`src/rtl/brd_ctl_pkg.sv`:
```
package brd_ctl_pkg;
  localparam int DATA_W = 8;
  localparam int ADDR_W = 8;

  localparam logic [ADDR_W-1:0] OFF_CTL  = 8'h00;
  localparam logic [ADDR_W-1:0] OFF_MODE = 8'h02;
  localparam logic [ADDR_W-1:0] OFF_DIP  = 8'h03;
  localparam logic [ADDR_W-1:0] OFF_BL   = 8'h04;
  localparam logic [ADDR_W-1:0] OFF_DIG  = 8'h10;
  localparam logic [ADDR_W-1:0] OFF_LED  = 8'h20;

  localparam int CTL_RATE_BIT = 0;
  localparam int CTL_SHDN_BIT = 1;
  localparam int CTL_BLEN_BIT = 2;
  localparam int CTL_W        = 3;
  localparam int DIG_DOT_BIT  = 4;
  localparam logic [DATA_W-1:0] BL_RESET = 8'h80;

  // Seven-segment glyph for a hex nibble, segment a in bit 0.
  function automatic logic [6:0] hex_glyph(input logic [3:0] nib);
    logic [6:0] g;
    case (nib)
      4'h0: g = 7'h3F; 4'h1: g = 7'h06; 4'h2: g = 7'h5B; 4'h3: g = 7'h4F;
      4'h4: g = 7'h66; 4'h5: g = 7'h6D; 4'h6: g = 7'h7D; 4'h7: g = 7'h07;
      4'h8: g = 7'h7F; 4'h9: g = 7'h6F; 4'hA: g = 7'h77; 4'hB: g = 7'h7C;
      4'hC: g = 7'h39; 4'hD: g = 7'h5E; 4'hE: g = 7'h79; default: g = 7'h71;
    endcase
    return g;
  endfunction

  // PWM comparison: high while count is below level, gated by enable.
  function automatic logic pwm_high(input logic [7:0] cnt, input logic [7:0] lvl,
                                    input logic en);
    return en && (cnt < lvl);
  endfunction
endpackage

```
`src/rtl/brd_sync.sv`:
```
module brd_sync #(
  parameter int W      = 4,
  parameter int STAGES = 2
) (
  input  logic         clk,
  input  logic         rst_n,
  input  logic [W-1:0] d_i,
  output logic [W-1:0] q_o
);
  logic [W-1:0] st_q [STAGES];

  always_ff @(posedge clk or negedge rst_n) begin
    if (!rst_n) begin
      for (int s = 0; s < STAGES; s++) st_q[s] <= '0;
    end else begin
      st_q[0] <= d_i;
      for (int s = 1; s < STAGES; s++) st_q[s] <= st_q[s-1];
    end
  end

  assign q_o = st_q[STAGES-1];
endmodule

```
`src/rtl/brd_bl_pwm.sv`:
```
module brd_bl_pwm
  import brd_ctl_pkg::*;
#(
  parameter int CNT_W = 8
) (
  input  logic             clk,
  input  logic             rst_n,
  input  logic             en_i,
  input  logic [CNT_W-1:0] level_i,
  output logic             pwm_o
);
  logic [CNT_W-1:0] cnt_q;
  logic             pwm_q;

  always_ff @(posedge clk or negedge rst_n) begin
    if (!rst_n) begin
      cnt_q <= '0;
      pwm_q <= 1'b0;
    end else begin
      cnt_q <= cnt_q + 1'b1;
      pwm_q <= pwm_high(cnt_q, level_i, en_i);
    end
  end

  assign pwm_o = pwm_q;
endmodule

```
`src/rtl/brd_seg_bank.sv`:
```
module brd_seg_bank
  import brd_ctl_pkg::*;
#(
  parameter int NUM_DIGITS = 16
) (
  input  logic [NUM_DIGITS*4-1:0] val_i,
  output logic [NUM_DIGITS*7-1:0] seg_o
);
  for (genvar i = 0; i < NUM_DIGITS; i++) begin : g_dig
    assign seg_o[i*7 +: 7] = hex_glyph(val_i[i*4 +: 4]);
  end
endmodule

```
`src/rtl/brd_ctl_regs.sv`:
```
module brd_ctl_regs
  import brd_ctl_pkg::*;
#(
  parameter int NUM_DIGITS = 16,
  parameter int NUM_LEDS   = 4,
  parameter int MODE_W     = 3,
  parameter int DIP_W      = 4,
  parameter int SYNC_STAGES = 2
) (
  input  logic                    clk,
  input  logic                    rst_n,
  input  logic                    wr_en,
  input  logic                    rd_en,
  input  logic [7:0]              addr,
  input  logic [7:0]              wdata,
  output logic [7:0]              rdata,
  input  logic [MODE_W-1:0]       mode_sw_i,
  input  logic [DIP_W-1:0]        dip_sw_i,
  output logic                    line_rate_hi_o,
  output logic                    line_shdn_o,
  output logic                    bl_pwm_o,
  output logic [NUM_LEDS-1:0]     led_o,
  output logic [NUM_DIGITS*7-1:0] seg_o,
  output logic [NUM_DIGITS-1:0]   dot_o
);
  localparam int DIG_FLAT_W = NUM_DIGITS * 4;

  logic [CTL_W-1:0]      ctl_q;
  logic [DATA_W-1:0]     bl_level_q;
  logic [DIG_FLAT_W-1:0] dig_val_q;
  logic [NUM_DIGITS-1:0] dig_dot_q;
  logic [NUM_LEDS-1:0]   led_q;
  logic [DATA_W-1:0]     rdata_q;
  logic [DATA_W-1:0]     rd_next;
  logic [MODE_W-1:0]     mode_s;
  logic [DIP_W-1:0]      dip_s;

  // Named internal events for the checker.
  logic              bl_en_w;
  logic [DATA_W-1:0] bl_level_w;
  logic              wr_ctl_w, wr_bl_w, wr_led_w;

  assign wr_ctl_w   = wr_en && (addr == OFF_CTL);
  assign wr_bl_w    = wr_en && (addr == OFF_BL);
  assign wr_led_w   = wr_en && (addr == OFF_LED);
  assign bl_en_w    = ctl_q[CTL_BLEN_BIT];
  assign bl_level_w = bl_level_q;

  brd_sync #(.W(MODE_W), .STAGES(SYNC_STAGES)) u_sync_mode (
    .clk(clk), .rst_n(rst_n), .d_i(mode_sw_i), .q_o(mode_s));
  brd_sync #(.W(DIP_W), .STAGES(SYNC_STAGES)) u_sync_dip (
    .clk(clk), .rst_n(rst_n), .d_i(dip_sw_i), .q_o(dip_s));

  always_ff @(posedge clk or negedge rst_n) begin
    if (!rst_n) begin
      ctl_q      <= '0;
      bl_level_q <= BL_RESET;
      led_q      <= '0;
    end else begin
      if (wr_ctl_w) ctl_q      <= wdata[CTL_W-1:0];
      if (wr_bl_w)  bl_level_q <= wdata;
      if (wr_led_w) led_q      <= wdata[NUM_LEDS-1:0];
    end
  end

  always_ff @(posedge clk or negedge rst_n) begin
    if (!rst_n) begin
      dig_val_q <= '0;
      dig_dot_q <= '0;
    end else if (wr_en) begin
      for (int i = 0; i < NUM_DIGITS; i++) begin
        if (addr == OFF_DIG + 8'(i)) begin
          dig_val_q[i*4 +: 4] <= wdata[3:0];
          dig_dot_q[i]        <= wdata[DIG_DOT_BIT];
        end
      end
    end
  end

  always_comb begin
    rd_next = '0;
    if (addr == OFF_CTL)  rd_next = DATA_W'(ctl_q);
    if (addr == OFF_MODE) rd_next = DATA_W'(mode_s);
    if (addr == OFF_DIP)  rd_next = DATA_W'(dip_s);
    if (addr == OFF_BL)   rd_next = bl_level_q;
    if (addr == OFF_LED)  rd_next = DATA_W'(led_q);
    for (int i = 0; i < NUM_DIGITS; i++) begin
      if (addr == OFF_DIG + 8'(i))
        rd_next = DATA_W'({dig_dot_q[i], dig_val_q[i*4 +: 4]});
    end
  end

  always_ff @(posedge clk or negedge rst_n) begin
    if (!rst_n)     rdata_q <= '0;
    else if (rd_en) rdata_q <= rd_next;
  end

  brd_bl_pwm #(.CNT_W(DATA_W)) u_pwm (
    .clk(clk), .rst_n(rst_n), .en_i(bl_en_w), .level_i(bl_level_q), .pwm_o(bl_pwm_o));

  brd_seg_bank #(.NUM_DIGITS(NUM_DIGITS)) u_seg (
    .val_i(dig_val_q), .seg_o(seg_o));

  assign rdata          = rdata_q;
  assign line_rate_hi_o = ctl_q[CTL_RATE_BIT];
  assign line_shdn_o    = ctl_q[CTL_SHDN_BIT];
  assign led_o          = led_q;
  assign dot_o          = dig_dot_q;
endmodule

```
`config.mk`:
```
export PLATFORM = sky130hd
export DESIGN_NAME = brd_ctl_regs
export DESIGN_NICKNAME = d
export VERILOG_FILES = /design/src/rtl/brd_ctl_pkg.sv /design/src/rtl/brd_sync.sv /design/src/rtl/brd_bl_pwm.sv /design/src/rtl/brd_seg_bank.sv /design/src/rtl/brd_ctl_regs.sv
export SDC_FILE = /design/constraint.sdc
export NUM_CORES = 1
export LEC_CHECK = 0
export ABC_AREA = 1
export BUFFER_PORTS_ARGS = -buffer_cell sky130_fd_sc_hd__buf_2
export CORE_AREA = 2 2 172 174
export DETAILED_ROUTE_END_ITERATION = 8
export DIE_AREA = 0 0 174 176
export PLACE_DENSITY = 0.65
export SLEW_MARGIN = 5
export SYNTH_ARGS = -nofsm -noshare
export SYNTH_HDL_FRONTEND = slang
export SYNTH_HIERARCHICAL = 1
export SYNTH_SLANG_ARGS = --single-unit
```
`constraint.sdc`:
```
create_clock -name clk -period 2.8 [get_ports clk]
set_input_delay 0.56 -clock clk [delete_from_list [all_inputs] [get_ports clk]]
set_output_delay 0.56 -clock clk [all_outputs]
set_load 0.01 [all_outputs]
```
=== After elaboration in Yosys (flattened, before gate mapping) ===
Memories as Yosys holds them, arrays and structs flattened.
Index checks and enable logic that the tools add are counted.

* $lt $le $gt $ge: 1
* Eq/ne operators: 20
* Multiplexer cells: 21
* Reductions and logical operators: 21
* $add $sub $neg: 1

{| class="wikitable"
|+ Operators by type and width
! cell !! count
|-
| 8-bit 2-to-1 mux || 20
|-
| 8-bit by 5-bit equality test with 1-bit output (second input constant) || 16
|-
| 2-bit AND reduction || 16
|-
| 8-bit by 2-bit equality test with 1-bit output (second input constant) || 2
|-
| 8-bit by 1-bit adder with 8-bit output (second input constant) || 1
|-
| 8-bit by 3-bit equality test with 1-bit output (second input constant) || 1
|-
| 8-bit by 6-bit equality test with 1-bit output (second input constant) || 1
|-
| 8-bit zero test || 1
|-
| 8-bit less-than comparator || 1
|-
| 1-bit logical AND || 4
|-
| 3-bit 2-to-1 mux || 1
|}

* ROM bits: 1,792
* Memories kept: 16
* Output and inout bits: 143
* Bits in registers: 126
* Bits of input ports: 27
* Word-level logic and storage cells: 122

{| class="wikitable"
|+ Memory list
! memory !! words !! bits a word !! read ports !! clocked after Yosys merged registers in !! write ports !! line !! RTL
|-
| (name not given) || 16 || 7 || 1 || 0 || 0 || brd_ctl_pkg.sv:22 || <nowiki>case (nib)</nowiki>
|-
| (name not given) || 16 || 7 || 1 || 0 || 0 || brd_ctl_pkg.sv:22 ||
|-
| (name not given) || 16 || 7 || 1 || 0 || 0 || brd_ctl_pkg.sv:22 ||
|-
| (name not given) || 16 || 7 || 1 || 0 || 0 || brd_ctl_pkg.sv:22 ||
|-
| (name not given) || 16 || 7 || 1 || 0 || 0 || brd_ctl_pkg.sv:22 ||
|-
| (name not given) || 16 || 7 || 1 || 0 || 0 || brd_ctl_pkg.sv:22 ||
|-
| 10 more memories || - || - || - || - || - || - ||
|}

=== Logic depth before layout (Yosys ltp) ===
Gate-level depths: netlist (run 1).

* Word-level depth: 22
* Depth in mapped cells: 19
* Depth with buffers taken out: 19

=== Cells and area by module ===
Netlist (run 1), hierarchy kept.

{| class="wikitable"
|+ Modules (own cells, without submodules)
! module !! instances !! cells an instance !! sequential area each (um^2) !! area each (um^2)
|-
| brd_ctl_regs || 1 || 589 || 2,578.7 || 4,698.3
|-
| brd_seg_bank || 1 || 832 || 0.0 || 4,296.6
|-
| brd_bl_pwm || 1 || 60 || 225.2 || 544.3
|-
| brd_sync at u_sync_dip || 1 || 12 || 200.2 || 230.2
|-
| brd_sync at u_sync_mode || 1 || 9 || 150.1 || 172.7
|}

=== Worst setup path before layout (run 1) ===
Ideal clock, no wire load.

* Path type: input-to-reg
* Start point: input addr[6]
* End point: register rdata_q[2] (netlist: rdata[2])
* Library setup time: 0.116 ns
* Path buffers: 0
* Arrival time: 1.794 ns
* Required time: 2.684 ns
* Setup slack: 0.889 ns
* Stages: 15
* Cells stage by stage: inv_1 > nand2_1 > nor2_8 > nand3_1 > or2_0 > nand2_1 > nand3_1 > nand2_1 > nand4_1 > nand2_1 > nand3_1 > nand2_1 > nand2_1 > nand2_1 > nand2_1

* Cells in the longest elaborated chain, start to end: 22
* Elaborated cells on any way between the ends: 42
* Classes of those cells: 20 x eq/ne; 21 x mux; 1 x reduce/logical

{| class="wikitable"
|+ Ends and longest elaborated chain
! what !! line !! RTL
|-
| start, declared || brd_ctl_regs.sv:14 || <nowiki>input logic [7:0] addr,</nowiki>
|-
| 8-bit zero test || brd_ctl_regs.sv:82 || <nowiki>if (addr == OFF_CTL) rd_next = DATA_W'(ctl_q);</nowiki>
|-
| 3-bit 2-to-1 mux || brd_ctl_regs.sv:82 ||
|-
| 8-bit 2-to-1 mux || brd_ctl_regs.sv:83 || <nowiki>if (addr == OFF_MODE) rd_next = DATA_W'(mode_s);</nowiki>
|-
| 8-bit 2-to-1 mux || brd_ctl_regs.sv:84 || <nowiki>if (addr == OFF_DIP) rd_next = DATA_W'(dip_s);</nowiki>
|-
| 8-bit 2-to-1 mux || brd_ctl_regs.sv:85 || <nowiki>if (addr == OFF_BL) rd_next = bl_level_q;</nowiki>
|-
| 8-bit 2-to-1 mux || brd_ctl_regs.sv:86 || <nowiki>if (addr == OFF_LED) rd_next = DATA_W'(led_q);</nowiki>
|-
| 8-bit 2-to-1 mux (15 in a row) || brd_ctl_regs.sv:88 || <nowiki>if (addr == OFF_DIG + 8'(i))</nowiki>
|-
| 8-bit 2-to-1 mux (*) || brd_ctl_regs.sv:88 ||
|-
| end signal, assigned || brd_ctl_regs.sv:95 || <nowiki>else if (rd_en) rdata_q <= rd_next;</nowiki>
|-
| end, declared || brd_ctl_regs.sv:33 || <nowiki>logic [DATA_W-1:0] rdata_q;</nowiki>
|}

Mark *: on every way between the ends. The rest lies on a longest branch, timed or not.
A chain may end at the register's enable or synchronous reset.

=== Final worst setup path (run 1) ===
* Start point: register dig_val_q[33]
* End point: output seg_o[59]

* Cells in the longest elaborated chain, start to end: 1

{| class="wikitable"
|+ Ends and longest elaborated chain
! what !! line !! RTL
|-
| start, declared || brd_ctl_regs.sv:30 || <nowiki>logic [DIG_FLAT_W-1:0] dig_val_q;</nowiki>
|-
| start signal, assigned by index || brd_ctl_regs.sv:73 || <nowiki>dig_val_q[i*4 +: 4] <= wdata[3:0];</nowiki>
|-
| memory 16 x 7 bit || - ||
|-
| end, declared || brd_ctl_regs.sv:23 || <nowiki>output logic [NUM_DIGITS*7-1:0] seg_o,</nowiki>
|}

No other way between the ends.

==> results.py, run 1 <==
metrics = {
    "logic_synthesis": {
        "synthDistinctLibCells": 32,
        "syn_nets": 1649,
        "synth_top_area_frac": 0.315,
        "avgSynthCellArea_sq_um": 6.62,
        "syn_area_sq_um": 9940,
        "seq_area_frac_synth": 0.317,
        "synth_edf_count": 0,
        "ys_top_cells_by_area": "dfrtp_1, nand2_1, ha_1",
        "synthFlopType": "dfrtp_1",
        "ys_warn_count": 6,
        "synth-async-reset-ratio": 1.00,
        "synth_top_area_cell": "dfrtp_1",
        "syn_inst": 1502,
        "ys_ff_latch": 126,
    },
    "route": {
        "via_per_inst": 4.68,
        "num_vias": 9656,
        "drcViolationCount": 0,
        "wire_per_inst_um": 13.2,
        "ant_nets": 0,
        "dr.pass1.iters": 6,
        "routed_wirelength_um": 27200,
        "drt_iter0_drc": 587,
    },
    "sta": {
        "period_needed_ps": 2420,
        "fmax_mhz": 413,
        "fin_crit_sh": 0.864,
        "slew_headroom": 0.455,
        "tightest_slew_ps": 817,
        "rsz0062_at_grt": "no",
        "finClkSkew_ps": 5.15,
        "slew_viol_final": 0,
        "setup_violations": 0,
        "hold_viol_final": 0,
        "fin_ws_ps": 382,
        "finalSetupTns_ps": 0,
    },
    "layout": {
        "nets": 1811,
        "mostFrequentLayoutCell": "nand2_1",
        "drive_gt1_frac": 0.147,
        "nFillCells": 3063,
        "final_util": 0.412,
        "syn_to_final_growth_pct": 18.3,
        "mostFrequentLayoutCells": "nand2_1, buf_2, inv_1, o21ai_0, dfrtp_1",
    },
    "global_route": {
        "grt_max_degree": 64,
        "antenna_found_initial": 1,
        "grt_pass1_wl_um": 44300,
        "grt_use_total": 0.177,
        "grt_pass1_vias": 9071,
        "grt_overflow": 0,
    },
    "floorplan": {
        "coreArea_sq_um": 28500,
        "start_util": 0.348,
        "die-area_sq_um": 30600,
        "io_pins": 170,
        "num_rows": 62,
        "die_h_um": 176,
        "die_x_um": 174,
    },
    "hold_path": {
        "min_path_type": "in2async",
    },
    "placed_design": {
        "pre_cts_slack_ps": 385,
        "port-buffer-count": 169,
        "finalWeightedCongestion": 0.867,
        "dp_hpwl_um": 20600,
    },
    "critical_path": {
        "crit_family": "flip-flops",
        "crit_path_start_kind": "flop",
        "slowest_stage": "dfrtp_1",
        "crit_buf_inv": 2,
        "critPathArrivalTime_ps": 1860,
        "cp.required_ps": 2240,
        "crit_top_cell": "nand2_1",
        "path_cells": "inv_1, ha_1, nand2_1, o21ai_0, nand2_1, nand2_1, buf_2",
        "crit_path_max_fanout": 7,
        "cpPeakStageDelay_ps": 480,
        "end_kind": "output pin",
        "crit_type": "reg2out",
    },
    "clocking": {
        "hold_buffers": 0,
        "cts_inserted_buffers": 17,
        "insertion_delay_ps": 420,
        "cts_tree": "done",
        "post_cts_buffers": 0,
        "clkSinkCount": 126,
        "clock-root-buffer": "clkbuf_16",
        "clock_path_buffers": 2,
        "cts_max_level": 4,
        "path_clk_slew_ps": 60,
        "cts-resized-gates": 0,
    },
    "pwr": {
        "p_leak_nw": 5.91,
        "power_mw": 5.50,
        "powerDensity_nw_per_um2": 467,
        "peakVddDrop_uv": 389,
    },
    "run": {
        "cap_violations": 0,
    },
    "run_status": {
        "outcome": "finished, final reports clean",
    },
}
## layout make-up
class                      instances  area, sq um  area share
clock buffer                      22          464      0.0395
inverter                         188          706      0.0600
antenna                            2         5.00    0.000425
tap                              384          480      0.0408
timing repair buffer             175          906      0.0770
clock inverter                    10          184      0.0156
multi-input combinational       1156         5870       0.499
sequential                       126         3150       0.268
## flip-flops by register name (all words and copies together) (netlist names)
| name | flops |
|---|---|
| u_pwm/pwm_o | 1 |
| u_pwm/cnt_q | 8 |
| u_sync_mode/st_q | 3 |
| led_o | 4 |
| dig_val_q | 64 |
| dot_o | 16 |
| ctl_q | 3 |
| rdata | 8 |
| u_sync_dip/q_o | 4 |
| bl_level_q | 8 |
| u_sync_mode/q_o | 3 |
| u_sync_dip/st_q | 4 |
## metal layers
metal  up-vias  track usage  wire length [um]
met1      4362        0.230             12500
met5         -            0                 0
met3        52       0.0405              1740
met2       280        0.285             12100
li1       4962            -                 -
met4         0       0.0742               791
## stage by stage
step	cells	instance area, sq um	hold slack, ps
floorplan	1502	9940	264
global placement	2029	11100	335
detailed placement	2029	11100	335
CTS	2061	11800	113
global route	2061	11800	140
finish	2063	11800	107
## Yosys cell counts, drive strengths merged, types with 5 or more instances
library cell  count
clkbuf            8
nand3            85
o21ai           135
xor2              5
nor2             61
buf              24
or2               6
nand2           700
a21oi            22
nand4            16
inv             188
ha              120
dfrtp           125
## power breakdown
group / switching [mW] / internal (mW) / leakage [nW] / total (mW)
logic: 0.639 / 0.382 / 3.92 / 1.02
clock network: 0.809 / 1.63 / 0.311 / 2.43
registers: 0.140 / 1.90 / 1.69 / 2.04
## path summary, 6_finish.rpt
path / startpoint / endpoint / slack (ps) / cells past startpoint
hold / removal: rst_n / u_pwm/cnt_q[1] / 110 / 1
hold reg to reg: u_sync_mode/st_q[3] / u_sync_mode/q_o[0] / 350 / 0
setup / recovery: dig_val_q[33] / seg_o[59] / 380 / 7
min in group clk: mode_sw_i[0] / u_sync_mode/st_q[3] / 240 / 1
max in group asynchronous: rst_n / dig_val_q[30] / 1950 / 2
setup reg to reg: ctl_q[0] / rdata[0] / 980 / 14
## cell families after synthesis
family	after synthesis	synth area share
mux	1	0.00113
simple gates	872	0.354
buf+inv	220	0.0926
fa+ha+maj	120	0.151
xor+xnor	5	0.00440
flops	126	0.317
compound gates	158	0.0798
Note: power is estimated with default switching activity, not from simulation.
==> run 2, diff against run 1 <==
Settings changed: MAX_ROUTING_LAYER from default to met4.
==> run 2 against run 1 <==
Clock power is essentially flat. Clock-buffer cell count is the same. Sequential share of layout area is essentially flat. First-iteration DRC count grew 1.0%. Cell count is essentially flat. Global-route usage grew 0.56 points. Setup slack gained 3.7 ps. Sequential power is essentially flat. Register-to-register slack is essentially flat. Largest cell class unchanged. Highest routed layer unchanged.
==> results.py, run 2 (synthesis results as in run 1) <==
metrics = {
    "pwr": {
        "intPower_mw": 3.91,
        "switchingPower_mw": 1.59,
        "clkPwrFrac": 0.443,
        "p_sw_frac": 0.289,
        "pwr-share-seq": 0.371,
        "power_mw": 5.49,
        "p_leak_nw": 5.91,
        "peakVddDrop_uv": 393,
        "powerDensity_nw_per_um2": 467,
        "combinationalPowerShare": 0.186,
    },
    "floorplan": {
        "die-area_sq_um": 30600,
        "start_util": 0.348,
        "num_rows": 62,
        "die_x_um": 174,
        "io_pins": 170,
        "coreArea_sq_um": 28500,
        "die_h_um": 176,
    },
    "sta": {
        "fin_crit_sh": 0.862,
        "hold_viol_final": 0,
        "period_needed_ps": 2410,
        "fmax_mhz": 414,
        "slew_viol_final": 0,
        "finClkSkew_ps": 4.40,
        "fin_ws_ps": 385,
        "rsz0062_at_grt": "no",
        "slew_headroom": 0.450,
        "setup_violations": 0,
        "tightest_slew_ps": 824,
        "finalSetupTns_ps": 0,
    },
    "clocking": {
        "cts_inserted_buffers": 17,
        "post_cts_buffers": 0,
        "clock-root-buffer": "clkbuf_16",
        "cts_tree": "done",
        "path_clk_slew_ps": 60,
        "clkSinkCount": 126,
        "hold_buffers": 0,
        "insertion_delay_ps": 430,
        "clock_path_buffers": 2,
        "cts-resized-gates": 0,
        "cts_max_level": 4,
    },
    "placed_design": {
        "port-buffer-count": 169,
        "dp_hpwl_um": 20600,
        "pre_cts_slack_ps": 385,
        "dp.cells": 2029,
        "finalWeightedCongestion": 0.882,
    },
    "route": {
        "drt_iter0_drc": 593,
        "wire_per_inst_um": 13.1,
        "dr.pass1.iters": 7,
        "routed_wirelength_um": 27100,
        "drcViolationCount": 0,
        "num_vias": 9635,
        "via_per_inst": 4.67,
        "ant_nets": 0,
    },
    "critical_path": {
        "path_cells": "inv_1, ha_1, nand2_1, o21ai_0, nand2_1, nand2_1, buf_2",
        "end_kind": "output pin",
        "crit_path_max_fanout": 7,
        "slowest_stage": "dfrtp_1",
        "cpPeakStageDelay_ps": 480,
        "crit_path_start_kind": "flop",
        "crit_type": "reg2out",
        "critPathArrivalTime_ps": 1850,
        "crit_top_cell": "nand2_1",
        "cp.required_ps": 2240,
    },
    "layout": {
        "syn_to_final_growth_pct": 18.3,
        "drive_gt1_frac": 0.147,
        "nFillCells": 3066,
        "mostFrequentLayoutCell": "nand2_1",
        "largest_register_ff_count": 64,
        "final_util": 0.412,
        "layout.cells.non_filler": 2062,
        "mostFrequentLayoutCells": "nand2_1, buf_2, inv_1, o21ai_0, dfrtp_1",
        "top_register": "dig_val_q",
        "nets": 1811,
    },
    "global_route": {
        "antenna_found_initial": 1,
        "grt_overflow": 0,
        "grt_pass1_vias": 9086,
        "grt_max_degree": 64,
        "grt_pass1_wl_um": 44300,
        "grt_use_total": 0.183,
    },
    "run_status": {
        "outcome": "finished, final reports clean",
    },
    "run": {
        "cap_violations": 0,
    },
    "hold_path": {
        "min_path_type": "in2async",
    },
}
[run 2: per-layer routing]
| metal | vias up | track usage | share of wire |
|---|---|---|---|
| met1 | 4341 | 0.233 | 0.47 |
| met3 | 59 | 0.0347 | 0.056 |
| met5 | - | - | 0 |
| met4 | 0 | 0.0805 | 0.032 |
| met2 | 274 | 0.285 | 0.44 |
| li1 | 4961 | - | - |
[run 2: power by group through the flow]
stage | sequential, mW | clock (mW) | combinational, mW
final | 2.04 | 2.43 | 1.02
after global routing | 2.06 | 2.53 | 1.17
after CTS | 2.04 | 2.46 | 1.03
after detailed placement | 2.07 | 0 | 1.03
after global placement | 2.07 | 0 | 1.01
after floorplan | 2.02 | 0 | 0.659
[run 2: final cells by class]
type,instances,area [sq um],area share
Inverter,188,706,0.0600
Sequential cell,126,3150,0.268
Tap cell,384,480,0.0408
Multi-Input combinational cell,1156,5870,0.499
Antenna cell,1,2.50,0.000213
Clock inverter,10,184,0.0156
Timing Repair Buffer,175,906,0.0770
Clock buffer,22,464,0.0395
[run 2: final timing paths]
kind                                      from             endpoint  slack, ps  cells past startpoint
max                              dig_val_q[33]            seg_o[59]        390                      7
min                                      rst_n       u_pwm/cnt_q[1]        100                      1
max reg2reg                  u_sync_dip/q_o[0]             rdata[0]        980                     14
min reg2reg                u_sync_mode/st_q[3]   u_sync_mode/q_o[0]        350                      0
max in group asynchronous                rst_n        dig_val_q[30]       1970                      2
min in group clk                  mode_sw_i[0]  u_sync_mode/st_q[3]        240                      1
[run 2: metrics by stage]
stage,hold WS [ps],area [sq um]
5_1_grt,141,11800
4_1_cts,113,11800
6_report,104,11800
2_1_floorplan,264,9940
3_5_place_dp,335,11100
3_3_place_gp,335,11100
[run 2: critical path: cells and delay by family (launching register included)]
family	cells	cell delay, ps
AOI/OAI and AO/OA	1	90
adders and majority gates	1	300
buffers and inverters	2	290
DFF	1	480
and+or+nand+nor	3	270
